$ cat config.mk
export PLATFORM = sky130hd
export DESIGN_NAME = latched_decoder
export DESIGN_NICKNAME = d
export VERILOG_FILES = /design/src/rtl/latched_decoder.sv
export SDC_FILE = /design/constraint.sdc
export NUM_CORES = 1
export LEC_CHECK = 0
export ABC_AREA = 1
export ABC_CLOCK_PERIOD_IN_PS = 1400
export CAP_MARGIN = 0
export CORE_AREA = 2 2 39 41
export CTS_CLUSTER_SIZE = 20
export DETAILED_ROUTE_END_ITERATION = 12
export DIE_AREA = 0 0 41 43
export HOLD_SLACK_MARGIN = 0.03
export MAX_ROUTING_LAYER = met4
export SLEW_MARGIN = 10
export SYNTH_ARGS = -nofsm -noshare
export SYNTH_HDL_FRONTEND = slang
export SYNTH_SLANG_ARGS = --single-unit
$ cat constraint.sdc
create_clock -name clk -period 1.4 [get_ports clk]
set_clock_uncertainty 0.1 [all_clocks]
set_input_delay 0.28 -clock clk [delete_from_list [all_inputs] [get_ports clk]]
set_output_delay 0.28 -clock clk [all_outputs]
set_load 0.1 [all_outputs]
$ cat src/rtl/latched_decoder.sv
module latched_decoder #(
  parameter int SEL_W = 3,
  localparam int N = 1 << SEL_W
) (
  input  logic             clk,
  input  logic             rst,
  input  logic [SEL_W-1:0] sel,
  input  logic             hold,
  input  logic             oe,
  input  logic             oe_n,
  output logic [N-1:0]     y_n
);

  logic [SEL_W-1:0] addr_q;
  logic             hold_q;
  logic             capture;
  logic [SEL_W-1:0] addr_eff;
  logic             enabled;

  assign capture  = hold & ~hold_q;
  assign addr_eff = (!hold || capture) ? sel : addr_q;
  assign enabled  = oe & ~oe_n;

  always_ff @(posedge clk) begin
    if (rst) begin
      addr_q <= '0;
      hold_q <= 1'b0;
    end else begin
      hold_q <= hold;
      if (capture) addr_q <= sel;
    end
  end

  always_comb begin
    y_n = '1;
    if (enabled) y_n[addr_eff] = 1'b0;
  end

  a_r2_single_low: assert property (@(posedge clk) disable iff (rst)
    $countones(~y_n) <= 1);

  a_r6_disabled_high: assert property (@(posedge clk) disable iff (rst)
    (!oe || oe_n) |-> (y_n == {N{1'b1}}));

  a_r3_transparent: assert property (@(posedge clk) disable iff (rst)
    (oe && !oe_n && !hold) |-> (y_n[sel] == 1'b0));

  a_r4_capture: assert property (@(posedge clk) disable iff (rst)
    (hold && !hold_q) |=> (addr_q == $past(sel)));

  a_r5_r7_held_stable: assert property (@(posedge clk) disable iff (rst)
    (hold && hold_q) |=> $stable(addr_q));

endmodule

==> flow_summary.json, run 1 <==
{
  "syn-num-nets": 70,
  "irDropWorstVdd_uv": 386,
  "worstHoldPathCells": 3,
  "finalHoldViolations": 0,
  "io_buffers": 15,
  "async_flop_share": 0,
  "finalSetupViolCount": 8,
  "period_share": 1.21,
  "vias_per_cell": 4.54,
  "yosys_warnings": 0,
  "critical_path.startpoint": "hold_q",
  "swShare": 0.376,
  "cts-root-buf": "clkbuf_4",
  "ctsHoldBuffers": 0,
  "syn_area_per_cell_um2": 5.37,
  "total_power_uw": 466,
  "die_height_um": 43,
  "power.density_mw_per_mm2": 622,
  "clk_pin_slew_worst_paths_ns": 0.04,
  "num_antenna_cells": 0,
  "power_frac_comb": 0.415,
  "wl_per_cell_um": 8.84,
  "critPathArrivalTime_ns": 1.31,
  "grt-ovfl-total": 0,
  "power_frac_seq": 0.281,
  "yosysMostFrequentCell": "nand2_1",
  "synth_flop_cell": "dfxtp_1",
  "ys_seq_area_frac": 0.241,
  "synth_area_leaders": "nand2_1 25%, dfxtp_1 24%, inv_1 12%",
  "io_pins": 16,
  "rows": 14,
  "finalNetCount": 91,
  "yosysUniqueCellTypes": 10,
  "ant_nets": 0,
  "die_area_mm2": 0.00176,
  "post-route-drc-count": 0,
  "p_leak_uw": 0.000436,
  "dp_cells": 93,
  "core_area_mm2": 0.00138,
  "cts_tree": "built",
  "vias": 440,
  "syn_to_final_growth_pct": 125,
  "tightest_slew_ns": 0.256,
  "antenna_found_initial": 0,
  "regToRegStartpoint": "hold_q",
  "synth_edf_count": 0,
  "maxCapViolations": 0,
  "drt-initial-drc-count": 1,
  "place_hpwl_um": 744,
  "fmax_mhz": 592,
  "wirelength_um": 857,
  "hp-start": "sel[1]",
  "p_int_uw": 291,
  "worstSetupPathType": "register to output pin",
  "gp_congestion": 0.838,
  "clock_power_share": 0.303,
  "status": "finished, violations left",
  "end_kind": "output pin",
  "syn_inst": 62,
  "grt_pass1_vias": 388,
  "violations": "negative setup slack",
  "start_util": 0.241,
  "clkLatencyLatePin_ns": 0.23,
  "yosysTopAreaCell": "nand2_1",
  "synth_common_cells": "22 x nand2_1, 11 x inv_1, 11 x nor2_1",
  "cts_sinks": 4,
  "htree_levels": 1,
  "finalWorstSetupSlack_ns": -0.289,
  "maxSlewHeadroom": 0.829,
  "required_ns": 1.02,
  "holdWs_ns": 0.395,
  "final_cell_count_no_fill": 97,
  "grt_use_total": 0.131,
  "reg2reg_depth": 6,
  "crit_path_start_kind": "register",
  "final.min_clock_period_ns": 1.69,
  "synth_seq_cells": 4,
  "fillCellCount": 122,
  "clockBufferDepth": 2,
  "cts_made_buffers": 3,
  "slew_viol_final": 0,
  "first_pass_iters": 2,
  "grt_setup_unrepaired": "true",
  "synth_top_area_frac": 0.248,
  "grt_max_degree": 9,
  "die_w_um": 41,
  "power_switching_uw": 175,
  "final_layout_size_suffix_gt1_frac": 0.506,
  "grt_first_pass_wirelength_um": 1500,
  "crit_fanout": 6,
  "netlist_area_um2": 333,
  "worstHoldPathType": "input port to register"
}
[layout by cell type (no fill, tap or decap), types with 3 or more instances in the layout]
cell and count:
dlygate4sd2_1 3, nand2_4 9, nand3_1 4, clkbuf_4 3
buf_12 8, o21ai_0 3, nand2_2 8, inv_1 11
nor2_1 7, dfxtp_1 3, nor2_4 6, nand2_1 6
[metrics by stage]
stage	util	cell area, um^2	setup TNS [ns]	setup WS, ns
floorplan	-	433	-0.314	-0.0412
global placement	0.491	679	-5.60	-0.633
detailed placement	0.491	679	-5.93	-0.667
CTS	0.534	739	-2.63	-0.330
global route	0.542	749	-2.86	-0.365
finish	0.542	749	-2.27	-0.289
[final timing paths]
| kind | to | slack, ns |
|---|---|---|
| worst max-delay path | y_n[4] | -0.29 |
| worst min-delay path | addr_q[1] | 0.40 |
| worst max register to register | addr_q[1] | 0.35 |
| worst min register to register | addr_q[2] | 0.41 |
[timing repair]
item / CTS / global route
gates resized for setup: 17 / 4
pin swaps: 8 / 9
buffers inserted: 1 / 0
setup endpoints to repair: 8 / 8
cloned: 0 / 0
[cell type report]
cell class / count / area, um^2 / area share
Tap cell: 16 / 20.0 / 0.0267
Sequential cell: 4 / 83.8 / 0.112
Inverter: 11 / 41.3 / 0.0551
Clock buffer: 3 / 22.5 / 0.0301
Multi-Input combinational cell: 45 / 323 / 0.431
Timing Repair Buffer: 18 / 259 / 0.346
[cells by family (layout without fill, tap and decap cells)]
kind of cell / Yosys count / after routing / share of synthesized area
AOI/OAI and AO/OA: 3 / 3 / 0.0451
buffers and inverters: 13 / 32 / 0.180
DFF: 4 / 4 / 0.241
and+or+nand+nor: 42 / 42 / 0.534
[sequential cells by signal (all words and copies together), names as in the netlist]
signal / flops
addr_q: 3
hold_q: 1
[critical path, cell delays in order, from the launching register on]
cell     delay, ns
dfxtp_4       0.36
buf_6         0.12
nand3_2       0.06
nand2_2       0.06
nor2_4        0.22
nand2_4       0.08
buf_12        0.17
[per-layer routing]
metal | vias up | part of all wire | GRT usage
met5 | - | 0 | -
met4 | 0 | 0.062 | 0.120
met3 | 6 | 0.067 | 0.0157
met1 | 189 | 0.35 | 0.126
li1 | 227 | - | -
met2 | 18 | 0.52 | 0.209
[power groups by stage]
stage,combinational [uW],sequential [uW],clock [uW]
2_1_floorplan,135,128,0
3_3_place_gp,186,133,0
3_5_place_dp,187,133,0
4_1_cts,195,131,148
5_1_grt,210,133,158
6_report,194,131,141
(Power assumes the default switching activity.)
==> inputs of run 2 (changes only) <==
- MAX_ROUTING_LAYER: met4 -> unset
==> run 2 against run 1 <==
Net effect:
- the run still ends with negative setup slack left
- setup slack improved by 0.00091 ns
- routed wire length did not move
- cell count unchanged
- flip-flop and latch count stayed put
- global-route usage decreased by 0.32 points
- sequential power about the same
- die area unchanged
==> flow_summary.json, run 2 (synthesis results as in run 1) <==
{
  "vias_per_cell": 4.54,
  "first_pass_iters": 2,
  "htree_levels": 1,
  "worstHoldPathType": "input port to register",
  "grt_pass1_vias": 387,
  "clk_pin_slew_worst_paths_ns": 0.04,
  "cts-root-buf": "clkbuf_4",
  "maxCapViolations": 0,
  "place_hpwl_um": 744,
  "most-common-layout-cells": "11 x inv_1, 9 x nand2_4, 8 x nand2_2, 8 x buf_12, 7 x nor2_1",
  "largest_reg_flops": 3,
  "syn_to_final_growth_pct": 125,
  "clockBufferDepth": 2,
  "die_w_um": 41,
  "worstSetupPathType": "register to output pin",
  "vias": 440,
  "die_area_mm2": 0.00176,
  "crit_fanout": 6,
  "cts_made_buffers": 3,
  "grt-ovfl-total": 0,
  "io_pins": 16,
  "irDropWorstVdd_uv": 386,
  "grt_use_total": 0.128,
  "crit_chain": "buf_6 > nand3_2 > nand2_2 > nor2_4 > nand2_4 > buf_12",
  "grt_max_degree": 9,
  "critPathArrivalTime_ns": 1.31,
  "finalNetCount": 91,
  "finalWorstSetupSlack_ns": -0.288,
  "p_leak_uw": 0.000436,
  "start_util": 0.241,
  "tightest_slew_ns": 0.256,
  "critical_path.startpoint": "hold_q",
  "slew_viol_final": 0,
  "rows": 14,
  "maxSlewHeadroom": 0.829,
  "dp_cells": 93,
  "r2r_end": "addr_q[1]",
  "layout_commonest_cell": "inv_1",
  "post-route-drc-count": 0,
  "reg_top3": "addr_q (3), hold_q (1)",
  "critPathTopFamily": "simple AND/OR/NAND/NOR gates",
  "dpl_worst_slack_ns": -0.667,
  "final_layout_size_suffix_gt1_frac": 0.506,
  "wirelength_um": 857,
  "ctsHoldBuffers": 0,
  "required_ns": 1.02,
  "end_kind": "output pin",
  "io_buffers": 15,
  "grt_first_pass_wirelength_um": 1500,
  "period_share": 1.21,
  "critPathCapture": "y_n[4]",
  "die_height_um": 43,
  "core_area_mm2": 0.00138,
  "crit_path_start_kind": "register",
  "clkLatencyLatePin_ns": 0.23,
  "antenna_found_initial": 0,
  "status": "finished, violations left",
  "final.min_clock_period_ns": 1.69,
  "grt_setup_unrepaired": "true",
  "final_cell_count_no_fill": 97,
  "top_register": "addr_q",
  "r2r_slack_ns": 0.35,
  "wl_per_cell_um": 8.84,
  "power.density_mw_per_mm2": 621,
  "crit_slowest_cell": "dfxtp_4",
  "gp_congestion": 0.826,
  "num_antenna_cells": 0,
  "finalHoldViolations": 0,
  "crit_buf_inv": 2,
  "fillCellCount": 122,
  "violations": "negative setup slack",
  "fmax_mhz": 592,
  "regToRegStartpoint": "hold_q",
  "ant_nets": 0,
  "reg2reg_depth": 6,
  "cts_tree": "built",
  "slowest_delay_ns": 0.36,
  "finalSetupViolCount": 8,
  "drt-initial-drc-count": 1,
  "cp.depth": 6,
  "cts_sinks": 4
}
run 2: cell counts in the layout (fill, tap and decap cells not counted):
Identical to the previous run, type by type.
run 2: cell type report:
class | count | area [um^2] | share of cell area
Multi-Input combinational cell | 45 | 323 | 0.431
Timing Repair Buffer | 18 | 259 | 0.346
Sequential cell | 4 | 83.8 | 0.112
Inverter | 11 | 41.3 | 0.0551
Clock buffer | 3 | 22.5 | 0.0301
Tap cell | 16 | 20.0 | 0.0267
run 2: per-layer routing:
| metal | vias up | routed length (um) | track usage |
|---|---|---|---|
| li1 | 227 | - | - |
| met1 | 189 | 300 | 0.126 |
| met2 | 18 | 447 | 0.209 |
| met3 | 6 | 57 | 0.0157 |
| met4 | 0 | 52 | 0.120 |
| met5 | - | 0 | 0 |
run 2: power by group:
group,internal [uW],switching [uW]
registers,122,8.85
logic,72.7,121
clock network,95.7,45.0
total,291,175
run 2: worst register-to-register path, stage by stage (launching register included):
cell and delay (ns):
dfxtp_4 0.38, buf_4 0.12, inv_1 0.03, nand2_1 0.09
inv_1 0.08, nor2_1 0.08, nor2_1 0.05
run 2: how the worst min path moves through the flow:
stage | slack (ns) | to | start | cells after the start
2_1_floorplan | 0.25 | hold_q | rst | 1
3_3_place_gp | 0.40 | addr_q[0] | addr_q[0] | 2
3_5_place_dp | 0.40 | addr_q[0] | addr_q[0] | 2
4_1_cts | 0.40 | addr_q[1] | sel[1] | 3
5_1_grt | 0.44 | addr_q[2] | sel[2] | 3
6_report | 0.40 | addr_q[1] | sel[1] | 3
run 2: per-stage QoR:
| stage | hold WS (ns) | utilization | TNS, ns | power, uW | cell area, um^2 |
|---|---|---|---|---|---|
| floorplan | 0.251 | - | -0.314 | 263 | 433 |
| global placement | 0.396 | 0.491 | -5.60 | 319 | 679 |
| detailed placement | 0.401 | 0.491 | -5.93 | 321 | 679 |
| CTS | 0.398 | 0.534 | -2.63 | 474 | 739 |
| global route | 0.440 | 0.542 | -2.86 | 500 | 749 |
| finish | 0.396 | 0.542 | -2.26 | 465 | 749 |
run 2: repair_timing:
item,4_1_cts,5_1_grt
setup endpoints to repair,8,8
pin swaps,8,9
endpoints found under the hold margin,0,0
setup buffers,1,0
resized for setup,17,4
==> inputs of run 3 (changes only) <==
- CTS_CLUSTER_SIZE: 20 -> 10
==> results of run 3 <==
No change in the layout: final DEF, timing and power equal those of run 2.
